`src/rtl/ixu_pkg.sv`:
```
package ixu_pkg;

  typedef enum logic [1:0] {
    MODE_SEXT = 2'b00,
    MODE_ZEXT = 2'b01,
    MODE_ADDR = 2'b10,
    MODE_RSVD = 2'b11
  } ixu_mode_e;

endpackage

```
`src/rtl/ixu_extend.sv`:
```
// Widens an immediate to the datapath width, either signed or unsigned.
module ixu_extend #(
  parameter int IMM_W  = 16,
  parameter int DATA_W = 32
) (
  input  logic [IMM_W-1:0]  imm_i,
  input  logic              signed_i,
  output logic [DATA_W-1:0] ext_o
);

  localparam int PAD_W = DATA_W - IMM_W;

  logic fill_bit;

  assign fill_bit = signed_i & imm_i[IMM_W-1];
  assign ext_o    = {{PAD_W{fill_bit}}, imm_i};

endmodule

```
`src/rtl/ixu_agen.sv`:
```
// Base plus offset adder with a word-alignment test on the low bits.
module ixu_agen #(
  parameter int DATA_W     = 32,
  parameter int ALIGN_BITS = 2
) (
  input  logic [DATA_W-1:0] base_i,
  input  logic [DATA_W-1:0] ofs_i,
  output logic [DATA_W-1:0] addr_o,
  output logic              misalign_o
);

  assign addr_o     = base_i + ofs_i;
  assign misalign_o = |addr_o[ALIGN_BITS-1:0];

endmodule

```
`src/rtl/ixu_be_swap.sv`:
```
// Reverses byte order between a numeric word and address-ordered lanes.
// The mapping is its own inverse, so it serves both directions.
module ixu_be_swap #(
  parameter int LANES  = 4,
  parameter int BYTE_W = 8
) (
  input  logic [LANES*BYTE_W-1:0] in_i,
  output logic [LANES*BYTE_W-1:0] out_o
);

  for (genvar k = 0; k < LANES; k++) begin : g_lane
    assign out_o[k*BYTE_W +: BYTE_W] = in_i[(LANES-1-k)*BYTE_W +: BYTE_W];
  end

endmodule

```
`src/rtl/ixu_top.sv`:
```
module ixu_top #(
  parameter int IMM_W  = 16,
  parameter int DATA_W = 32,
  parameter int BYTE_W = 8
) (
  input  logic              clk,
  input  logic              rst_n,
  input  logic [1:0]        mode_i,
  input  logic [IMM_W-1:0]  imm_i,
  input  logic [DATA_W-1:0] base_i,
  input  logic [DATA_W-1:0] wr_word_i,
  input  logic [DATA_W-1:0] rd_bytes_i,
  output logic [DATA_W-1:0] operand_o,
  output logic [DATA_W-1:0] addr_o,
  output logic              misalign_o,
  output logic [DATA_W-1:0] wr_bytes_o,
  output logic [DATA_W-1:0] rd_word_o
);

  import ixu_pkg::*;

  localparam int LANES      = DATA_W / BYTE_W;
  localparam int ALIGN_BITS = $clog2(LANES);

  ixu_mode_e         mode;
  logic              use_signed;
  logic [DATA_W-1:0] ext_w;
  logic [DATA_W-1:0] ea_w;
  logic              ea_mis_w;
  logic [DATA_W-1:0] wr_bytes_w;
  logic [DATA_W-1:0] rd_word_w;

  logic [DATA_W-1:0] operand_d;
  logic [DATA_W-1:0] addr_d;
  logic              misalign_d;

  assign mode       = ixu_mode_e'(mode_i);
  assign use_signed = (mode != MODE_ZEXT);

  ixu_extend #(
    .IMM_W  (IMM_W),
    .DATA_W (DATA_W)
  ) u_ext (
    .imm_i    (imm_i),
    .signed_i (use_signed),
    .ext_o    (ext_w)
  );

  ixu_agen #(
    .DATA_W     (DATA_W),
    .ALIGN_BITS (ALIGN_BITS)
  ) u_agen (
    .base_i     (base_i),
    .ofs_i      (ext_w),
    .addr_o     (ea_w),
    .misalign_o (ea_mis_w)
  );

  ixu_be_swap #(
    .LANES  (LANES),
    .BYTE_W (BYTE_W)
  ) u_wr_swap (
    .in_i  (wr_word_i),
    .out_o (wr_bytes_w)
  );

  ixu_be_swap #(
    .LANES  (LANES),
    .BYTE_W (BYTE_W)
  ) u_rd_swap (
    .in_i  (rd_bytes_i),
    .out_o (rd_word_w)
  );

  // Next-state selection by instruction class
  always_comb begin
    operand_d  = '0;
    addr_d     = '0;
    misalign_d = 1'b0;
    unique case (mode)
      MODE_SEXT: operand_d = ext_w;
      MODE_ZEXT: operand_d = ext_w;
      MODE_ADDR: begin
        operand_d  = ext_w;
        addr_d     = ea_w;
        misalign_d = ea_mis_w;
      end
      default: ;
    endcase
  end

  // Output register stage
  always_ff @(posedge clk or negedge rst_n) begin
    if (!rst_n) begin
      operand_o  <= '0;
      addr_o     <= '0;
      misalign_o <= 1'b0;
      wr_bytes_o <= '0;
      rd_word_o  <= '0;
    end else begin
      operand_o  <= operand_d;
      addr_o     <= addr_d;
      misalign_o <= misalign_d;
      wr_bytes_o <= wr_bytes_w;
      rd_word_o  <= rd_word_w;
    end
  end

endmodule

```
`config.mk`:
```
export PLATFORM = sky130hd
export DESIGN_NAME = ixu_top
export DESIGN_NICKNAME = d
export VERILOG_FILES = /design/src/rtl/ixu_pkg.sv /design/src/rtl/ixu_extend.sv /design/src/rtl/ixu_agen.sv /design/src/rtl/ixu_be_swap.sv /design/src/rtl/ixu_top.sv
export SDC_FILE = /design/constraint.sdc
export NUM_CORES = 1
export LEC_CHECK = 0
export ABC_AREA = 0
export ABC_CLOCK_PERIOD_IN_PS = 1400
export BUFFER_PORTS_ARGS = -buffer_cell sky130_fd_sc_hd__buf_4
export CAP_MARGIN = 20
export CELL_PAD_IN_SITES_DETAIL_PLACEMENT = 1
export CELL_PAD_IN_SITES_GLOBAL_PLACEMENT = 2
export CORE_MARGIN = 5
export CORE_UTILIZATION = 29
export DETAILED_ROUTE_END_ITERATION = 7
export GPL_TIMING_DRIVEN = 0
export MAX_ROUTING_LAYER = met4
export PLACE_DENSITY = 0.92
export SLEW_MARGIN = 15
export SYNTH_ARGS = -nofsm -noshare
export SYNTH_HDL_FRONTEND = slang
export SYNTH_SLANG_ARGS = --single-unit
```
`constraint.sdc`:
```
create_clock -name clk -period 1.4 [get_ports clk]
set_input_delay 0.14 -clock clk [delete_from_list [all_inputs] [get_ports clk]]
set_output_delay 0.14 -clock clk [all_outputs]
set_load 0.01 [all_outputs]
```
# == After elaboration in Yosys (flattened, before gate mapping) ==
# Index checks and enable logic that the tools add are counted.
# W data, S select, Z words.
# word_totals
register_bits,129
in_bits,116
out_inout_bits,129
wordCells,16
# op_classes
add_sub_neg,1
eq_ne,3
mux,3
n_bitwise,1
reduce_logical,3
# op_table
op,n
$mux W32,2
$add A32 B32 Y32,1
$reduce_or A3 Y1,1
$eq A2 B1 Y1 const B,1
$eq A2 B2 Y1 const B,1
$logic_not A2 Y1,1
$ne A2 B1 Y1 const B,1
$reduce_or A2 Y1,1
$and A1 B1 Y1,1
$mux W1,1

# == Logic depth before layout (Yosys ltp) ==
# Gate-level depths: netlist (run 1).
# depth
depth_word,5
depth_mapped,10
ltp_nobuf,9

# == Modules after synthesis ==
# From an unflattened synthesis (run 1), not the netlist that was laid out.
# hier_totals
hier_cells,528
hier_area_um2,6214.7
# by_module_without_submodules
module,n_inst,cells_per_inst,area_per_inst_um2,seq_area_each_um2
ixu_top,1,209,3880.0,3228.1
ixu_agen,1,222,1607.8,0.0
ixu_be_swap,2,32,240.2,0.0
ixu_extend,1,33,246.5,0.0

# == Worst setup path before layout (run 1) ==
# No wires, ideal clock.
# synth_path
kind,input to register
start,input port imm_i[4]
end,register addr_o[20]
t_arrival_ns,2.050
required_ns,1.265
path_slack_ns,-0.785
stages,8
n_path_buf,0
cell_sequence,ha_1 a2111oi_0 o31a_1 o21bai_1 or3_1 a211oi_1 o21ai_0 nor3b_1
# synth_between
elab_chain_cells,2
# synth_lines
element,line_no,rtl
from (decl),ixu_top.sv:9,"input logic [IMM_W-1:0] imm_i,"
$add A32 B32 Y32,ixu_agen.sv:12,assign addr_o = base_i + ofs_i;
$mux W32,ixu_top.sv:80,unique case (mode)
named net addr_d[20],ixu_top.sv:34,logic [DATA_W-1:0] addr_d;
to (signal assigned),ixu_top.sv:102,addr_o <= addr_d;
to (decl),ixu_top.sv:14,"output logic [DATA_W-1:0] addr_o,"
# The timed path passes the listed nets, and every way through them passes these cells.

# == Worst setup path in the final report (run 1) ==
# layout_path
start,input port base_i[1]
end,register addr_o[29]
# layout_between
elab_chain_cells,2
# layout_lines
element,line_no,rtl
from (decl),ixu_top.sv:10,"input logic [DATA_W-1:0] base_i,"
$add A32 B32 Y32,ixu_agen.sv:12,
$mux W32,ixu_top.sv:80,
named net addr_d[29],ixu_top.sv:34,
# The timed path passes the listed nets, and every way through them passes these cells.

==> out/results.txt, run 1 <==
CP Class: in2reg
share of layout cells above drive strength 1: 48.77%
area delta synth->final: 88.51%
post-synth top area share: 55.87%
Placed Instances: 932
LEAKAGE: 4.426 nW
Avg Cell Area, Syn: 10.93 µm²
Synth Area in XOR/XNOR: 3.259%
synthesized area: 5106 µm²
htree depth: 4
outcome: complete, but fails checks
Post-Syn Instances: 467
# clock sinks: 114
post-synthesis mux area share: 0.5881%
Worst EP required: 1690 ps
critical path arrival: 2240 ps
Max Cap Viol: 0
GP Congestion: 0.8597
Rows: 48
Multi-input gate area: 2585 µm²
CTS tree: built
Nets: 975
EDFF count, synth: 0
critical path, cell by cell: buf_8, ha_4, a21oi_4, nand4b_1, a211o_4, a311oi_4, buf_4, o2111ai_4, a21oi_2, nor3b_2
Max transition margin: 38.23%
GR Util met1: 26.70%
vias in the first global route: 6009
largest family of logic cells by synthesized area: simple AND/OR/NAND/NOR gates
Most Used Layer, Global Route: met2
post-DR wirelength/cell: 24.38 µm
number of routed nets with antenna violations: 0
Total Wirelength: 26280 µm
net count after synthesis: 602
Initial Util: 29.52%
number of antenna violations at the first check in global routing: 0
Fin Hold WS: 31.82 ps
crit-path max FO: 3
Worst Setup Start Kind: input port
most area-hungry cell type in the Yosys netlist: dfrtp_1
diodes inserted: 0
top cells by area, synth: dfrtp_1, ha_1, a21oi_1
met3 Usage GRT: 4.923%
PD cells: 1084 nW/µm²
DRC violations left: 0
Max IR drop VDD: 0.0008858 V
core area: 17300 µm²
Place WS: -1085 ps
actual slew at the worst max-slew pin: 926.6 ps
Root Buffer: clkbuf_16
DIE WIDTH: 142.7 µm
ys flop type: dfrtp_1
DR vias: 5297
Fillers: 1819
top cells by count, synth: dfrtp_1, nor2_1, a21oi_1, nand2_1, and2_1
sequential area share after synthesis: 55.87%
Total GRT Usage: 24.87%
1st-iter DRT viols: 271
final hold violation count: 0
synth warn: 0
Final Cycle Share: 139.5%
die footprint: 20360 µm²
Tmin final: 1953 ps
deepest clock path buffer count: 2
die height: 142.7 µm
first-pass GRT wire length: 36830 µm
max frequency: 511.9 MHz
RSZ-0062 raised after global routing: yes
Synth Area in Compound Gates: 13.23%
simple-gate share of the synthesized area: 18.23%
Setup-failing EPs final: 30
Post-Synth Adder-Cell Area: 4.803%
FF/Latch Area: 2854 µm²
final std cells w/o fill: 1078
IO buf count: 240
Top Ports: 245
dpl hpwl: 15440 µm
pin count of the biggest net entering global routing: 115
TritonCTS Buffers: 17
GR Overflow Total: 0
Vias/cell: 4.914
CP peak stage delay: 440 ps
Slew Viols, Final: 0
CP max-delay cell: a211o_4
minimum setup slack in the final design: -553.3 ps
count of cell types in the netlist: 55
register bit count reported by yosys: 114
failing checks: negative setup slack
clk slew on worst S/H paths: 60 ps
1st-pass router iterations: 4
HP Class: in2reg
GR Util met2: 45.57%
ys async rst share: 100.0%
most common cell in the netlist: dfrtp_1
crit path capture type: flop
-- final cells by class --
type	instances	share of cell area, %
clock buffer	19	4.602
inverter	8	0.3120
tap	225	2.925
sequential	114	29.65
multi-input combinational	314	26.86
buffer	31	2.717
timing repair buffer	354	31.39
clock inverter	13	1.547
-- metal layers --
metal	part of all wire [%]	up-vias
met3	5.2	53
met2	54	204
met4	3.7	0
met5	0	-
li1	-	2391
met1	37	2649
-- cell families (layout without fill, tap and decap cells) --
family                     Yosys count  count (layout)
AOI/OAI and AO/OA                   99              99
and+or+nand+nor                    174             174
xor gates and xnor gates            19              19
adders and majority gates           19              19
DFF                                114             114
muxes                                3               3
buffers and inverters               39             425
-- final timing paths --
path                       startpoint                       to  slack [ps]  cells past startpoint
min in group asynchronous       rst_n  rd_word_o[12]$_DFF_PN0_         400                      2
max                         base_i[1]     addr_o[29]$_DFF_PN0_        -550                     10
min                        base_i[17]     addr_o[17]$_DFF_PN0_          30                      3
max in group asynchronous       rst_n  operand_o[30]$_DFF_PN0_         300                      2
-- flip-flops by register name (all words and copies together) (netlist names) --
name and count:
addr_o 32, misalign_o 1, operand_o 17, rd_word_o 32
wr_bytes_o 32
-- cells in the final DEF, fill, tap and decap left out, types with 6 or more instances in the layout --
master,n
dfrtp_1,113
nor3_1,17
and3_1,9
clkbuf_16,18
a21oi_2,13
clkbuf_1,9
xnor2_1,11
o21ai_0,7
dlygate4sd3_1,83
nand2b_1,7
nand2_1,24
nand3_1,17
ha_1,6
a21o_1,7
a21oi_1,13
buf_6,39
nor2_1,33
ha_4,8
and2_1,20
buf_4,241
-- critical path: cells and delay by family --
family / cells / cell delay, ps
AOI/OAI and AO/OA: 5 / 1160
and+or+nand+nor: 2 / 380
adders and majority gates: 1 / 270
buffers and inverters: 2 / 300
-- power breakdown --
| part | internal (mW) | switching, mW | leakage (nW) | total (mW) |
|---|---|---|---|---|
| combinational | 1.20 | 1.18 | 2.75 | 2.38 |
| sequential | 3.49 | 0.0880 | 1.40 | 3.58 |
| clock | 2.70 | 1.79 | 0.281 | 4.49 |
| total | 7.38 | 3.06 | 4.43 | 10.4 |
-- through the flow --
stage	cell area, µm²	util (%)	TNS, ps	total power [mW]
2_1_floorplan	5389	-	-7516	4.488
3_3_place_gp	7472	43.20	-24130	5.379
3_5_place_dp	7476	43.22	-21050	5.440
4_1_cts	9236	53.40	-6987	10.20
5_1_grt	9625	55.65	-10820	10.86
6_report	9625	55.65	-8664	10.44
-- timing repair --
| action | in CTS | in global routing |
|---|---|---|
| hold buffers | 83 | 0 |
| pin swaps | 24 | 34 |
| setup endpoints to repair | 42 | 41 |
| setup buffers | 22 | 10 |
| resized for setup | 44 | 66 |
| gates cloned | 0 | 1 |
| endpoints found under the hold margin | 196 | 0 |
Note: power is estimated with default switching activity, not from simulation.
==> run 2: changes to the inputs <==
--- a/config.mk
+++ b/config.mk
@@ -5,7 +5,7 @@
 export SDC_FILE = /design/constraint.sdc
 export NUM_CORES = 1
 export LEC_CHECK = 0
-export ABC_AREA = 0
+export ABC_AREA = 1
 export ABC_CLOCK_PERIOD_IN_PS = 1400
 export BUFFER_PORTS_ARGS = -buffer_cell sky130_fd_sc_hd__buf_4
 export CAP_MARGIN = 20
@@ -13,10 +13,11 @@
 export CELL_PAD_IN_SITES_GLOBAL_PLACEMENT = 2
 export CORE_MARGIN = 5
 export CORE_UTILIZATION = 29
+export CTS_BUF_LIST = sky130_fd_sc_hd__clkbuf_8 sky130_fd_sc_hd__clkbuf_16
 export DETAILED_ROUTE_END_ITERATION = 7
 export GPL_TIMING_DRIVEN = 0
 export MAX_ROUTING_LAYER = met4
-export PLACE_DENSITY = 0.92
+export PLACE_DENSITY = 0.95
 export SLEW_MARGIN = 15
 export SYNTH_ARGS = -nofsm -noshare
 export SYNTH_HDL_FRONTEND = slang
==> out/results.txt, run 2 <==
hold_sp: base_i[8]
Max IR drop VDD: 0.0006560 V (-26%)
FF/Latch Area: 2854 µm² (unchanged)
htree depth: 4 (unchanged)
deepest clock path buffer count: 2 (unchanged)
vias in the first global route: 6191 (+3.0%)
area delta synth->final: 83.04%
outcome: complete, but fails checks
top cells by count, synth: nand2_1, dfrtp_1, nor2_1, inv_1, a21oi_1
leading cell types in the layout, fill and taps excluded: buf_4, dfrtp_1, nand2_1, dlygate4sd3_1, inv_1
DIE WIDTH: 148.2 µm (+3.9%)
Post-Syn Instances: 627 (+34%)
clk slew on worst S/H paths: 60 ps (about the same)
post-synth top area share: 51.48% (-4.4 points)
RSZ-0062 raised after global routing: yes
most common cell in the netlist: nand2_1
diodes inserted: 0 (unchanged)
Worst EP required: 1700 ps (about the same)
1st-iter DRT viols: 228 (-16%)
Largest regs: addr_o x32, rd_word_o x32, wr_bytes_o x32
sequential area share after synthesis: 51.48% (-4.4 points)
synthesized area: 5542 µm² (+8.5%)
# clock sinks: 114 (unchanged)
actual slew at the worst max-slew pin: 630.8 ps (-295.8 ps)
most common cell after layout, fill and taps aside: buf_4
Slew Viols, Final: 0 (unchanged)
sequential power share: 33.6% (-0.7 points)
PD cells: 1047 nW/µm² (-3.4%)
ys flop type: dfrtp_1
HP Class: in2reg
crit path capture type: flop
Fillers: 2081 (+14%)
die height: 148.2 µm (+3.9%)
IO buf count: 244 (+1.7%)
Total GRT Usage: 22.71% (-2.2 points)
Max transition margin: 57.95% (+20 points)
most area-hungry cell type in the Yosys netlist: dfrtp_1
Fin Hold WS: 81.96 ps (+50.14 ps)
crit-path max FO: 6 (+3)
failing checks: negative setup slack
worst hold endpoint: addr_o[8]$_DFF_PN0_
Initial Util: 29.53% (about the same)
max frequency: 711.2 MHz (+39%)
Total Wirelength: 25320 µm (-3.7%)
pin count of the biggest net entering global routing: 77 (-33%)
Tmin final: 1406 ps (-547.2 ps)
clock network power share: 41.1% (-1.9 points)
Setup-failing EPs final: 2 (-93%)
TritonCTS Buffers: 17 (unchanged)
Avg Cell Area, Syn: 8.838 µm² (-19%)
register bit count reported by yosys: 114 (unchanged)
share of layout cells above drive strength 1: 49.56% (+0.79 points)
Vias/cell: 4.623 (-5.9%)
number of routed nets with antenna violations: 0 (unchanged)
combinational share of power: 25.4% (+2.6 points)
first-pass GRT wire length: 36690 µm (-0.36%)
Final Cycle Share: 100.4% (-39 points)
EDFF count, synth: 0 (unchanged)
DR vias: 5774 (+9.0%)
GP Congestion: 0.8980 (+4.5%)
Nets: 1137 (+17%)
1st-pass router iterations: 4 (unchanged)
core area: 18770 µm² (+8.5%)
final hold violation count: 0 (unchanged)
count of cell types in the netlist: 38 (-31%)
net count after synthesis: 762 (+27%)
dpl hpwl: 16780 µm (+8.7%)
Max Cap Viol: 0 (unchanged)
Root Buffer: clkbuf_16
Core Util, Final: 54.05% (-1.6 points)
post-DR wirelength/cell: 20.28 µm (-17%)
cell-internal power: 7.439 mW (+0.79%)
CP Class: in2reg
number of antenna violations at the first check in global routing: 0 (unchanged)
LEAKAGE: 5.080 nW (+15%)
switching portion of total power: 29.95% (+0.67 points)
Worst Setup Start Kind: input port
WHS Path Cells: 3 (unchanged)
DRC violations left: 0 (unchanged)
minimum setup slack in the final design: -6.154 ps (+547.2 ps)
die footprint: 21970 µm² (+7.9%)
Rows: 50 (+4.2%)
Top Ports: 245 (unchanged)
critical path arrival: 1710 ps (-530 ps)
CTS tree: built
ys async rst share: 100.0% (unchanged)
switching power of the nets: 3.181 mW (+4.1%)
synth warn: 0 (unchanged)
top cells by area, synth: dfrtp_1, nand2_1, nor2_1
GR Overflow Total: 0 (unchanged)
Multi-input gate area: 2918 µm² (+13%)
## run 2: cell types whose count changed after synthesis, sizes merged, moves of 8 or more
| cell | change |
|---|---|
| clkbuf | -10 |
| and3 | -11 |
| inv | +67 |
| nand2 | +149 |
| nand2b | -8 |
| and2 | -19 |
| nor3 | -17 |
| nor2 | +62 |
| a41oi | +8 |
| nand3 | +16 |
| xnor2 | -9 |
## run 2: metal layers
metal | track usage (%) | part of all wire (%)
met1 | 24.08 | 38
met2 | 41.88 | 54
met3 | 5.119 | 5.1
met4 | 7.298 | 2.1
met5 | - | 0
## run 2: power by group through the flow
| stage | Sequential [mW] | Combinational, mW | Clock (mW) |
|---|---|---|---|
| finish | 3.57 | 2.69 | 4.36 |
| global route | 3.58 | 2.90 | 4.60 |
| CTS | 3.56 | 2.40 | 4.39 |
| detailed placement | 3.61 | 2.03 | 0 |
| global placement | 3.60 | 1.98 | 0 |
| floorplan | 3.71 | 0.918 | 0 |
## run 2: area by class of cell
type,count,share of cell area (%)
inverters,76,2.812
clock buffers,18,4.330
clock inverters,14,1.517
repair buffers,356,29.28
well taps,234,2.886
multi-input cells,414,28.77
plain buffers,23,2.270
flip-flops and latches,114,28.14
## run 2: through the flow
stage	setup WS [ps]	cell area, µm²	power, mW	cells	TNS, ps
after global routing	-104.7	10140	11.08	1249	-606.4
after floorplan	-105.7	5670	4.625	627	-528.2
after CTS	-26.74	9575	10.35	1236	-32.12
final	-6.154	10140	10.62	1249	-8.070
after global placement	-525.7	7795	5.585	1105	-15470
after detailed placement	-544.9	7826	5.647	1106	-9203
## run 2: critical path, cell delays in order
cell,delay (ps)
buf_4,120
ha_1,380
nand2_1,160
o21ai_1,230
nand3_1,120
nand2_1,150
nand2_2,100
nand3_4,110
nand2_1,70
nand2_1,70
nor2_1,40
## run 2: cells by family (layout without fill, tap and decap cells)
logic type	Yosys count	after routing	synth area share (%)
XOR/XNOR	8	8	1.264
buffers and inverters	100	487	8.647
adder cells (fa/ha/maj)	19	19	4.425
AND/OR/NAND/NOR	316	317	26.69
AO/OA/AOI/OAI	70	70	7.496
flip-flops	114	114	51.48
## run 2: what timing repair did
| action | 4_1_cts | 5_1_grt |
|---|---|---|
| gates cloned | 2 | 0 |
| endpoints found under the hold margin | 117 | 0 |
| pin swaps | 23 | 55 |
| gates resized for setup | 47 | 120 |
| setup buffers | 16 | 14 |
| setup endpoints to repair | 27 | 30 |
| hold buffers | 80 | 0 |
## run 2: worst max-delay path by stage
stage | start | endpoint | slack [ps] | depth (start not counted)
floorplan | imm_i[0] | addr_o[20]$_DFF_PN0_ | -110 | 12
global placement | imm_i[0] | addr_o[20]$_DFF_PN0_ | -530 | 13
detailed placement | imm_i[0] | addr_o[20]$_DFF_PN0_ | -540 | 13
CTS | imm_i[0] | addr_o[20]$_DFF_PN0_ | -30 | 13
global route | base_i[15] | addr_o[28]$_DFF_PN0_ | -100 | 11
finish | base_i[15] | addr_o[28]$_DFF_PN0_ | -6 | 11
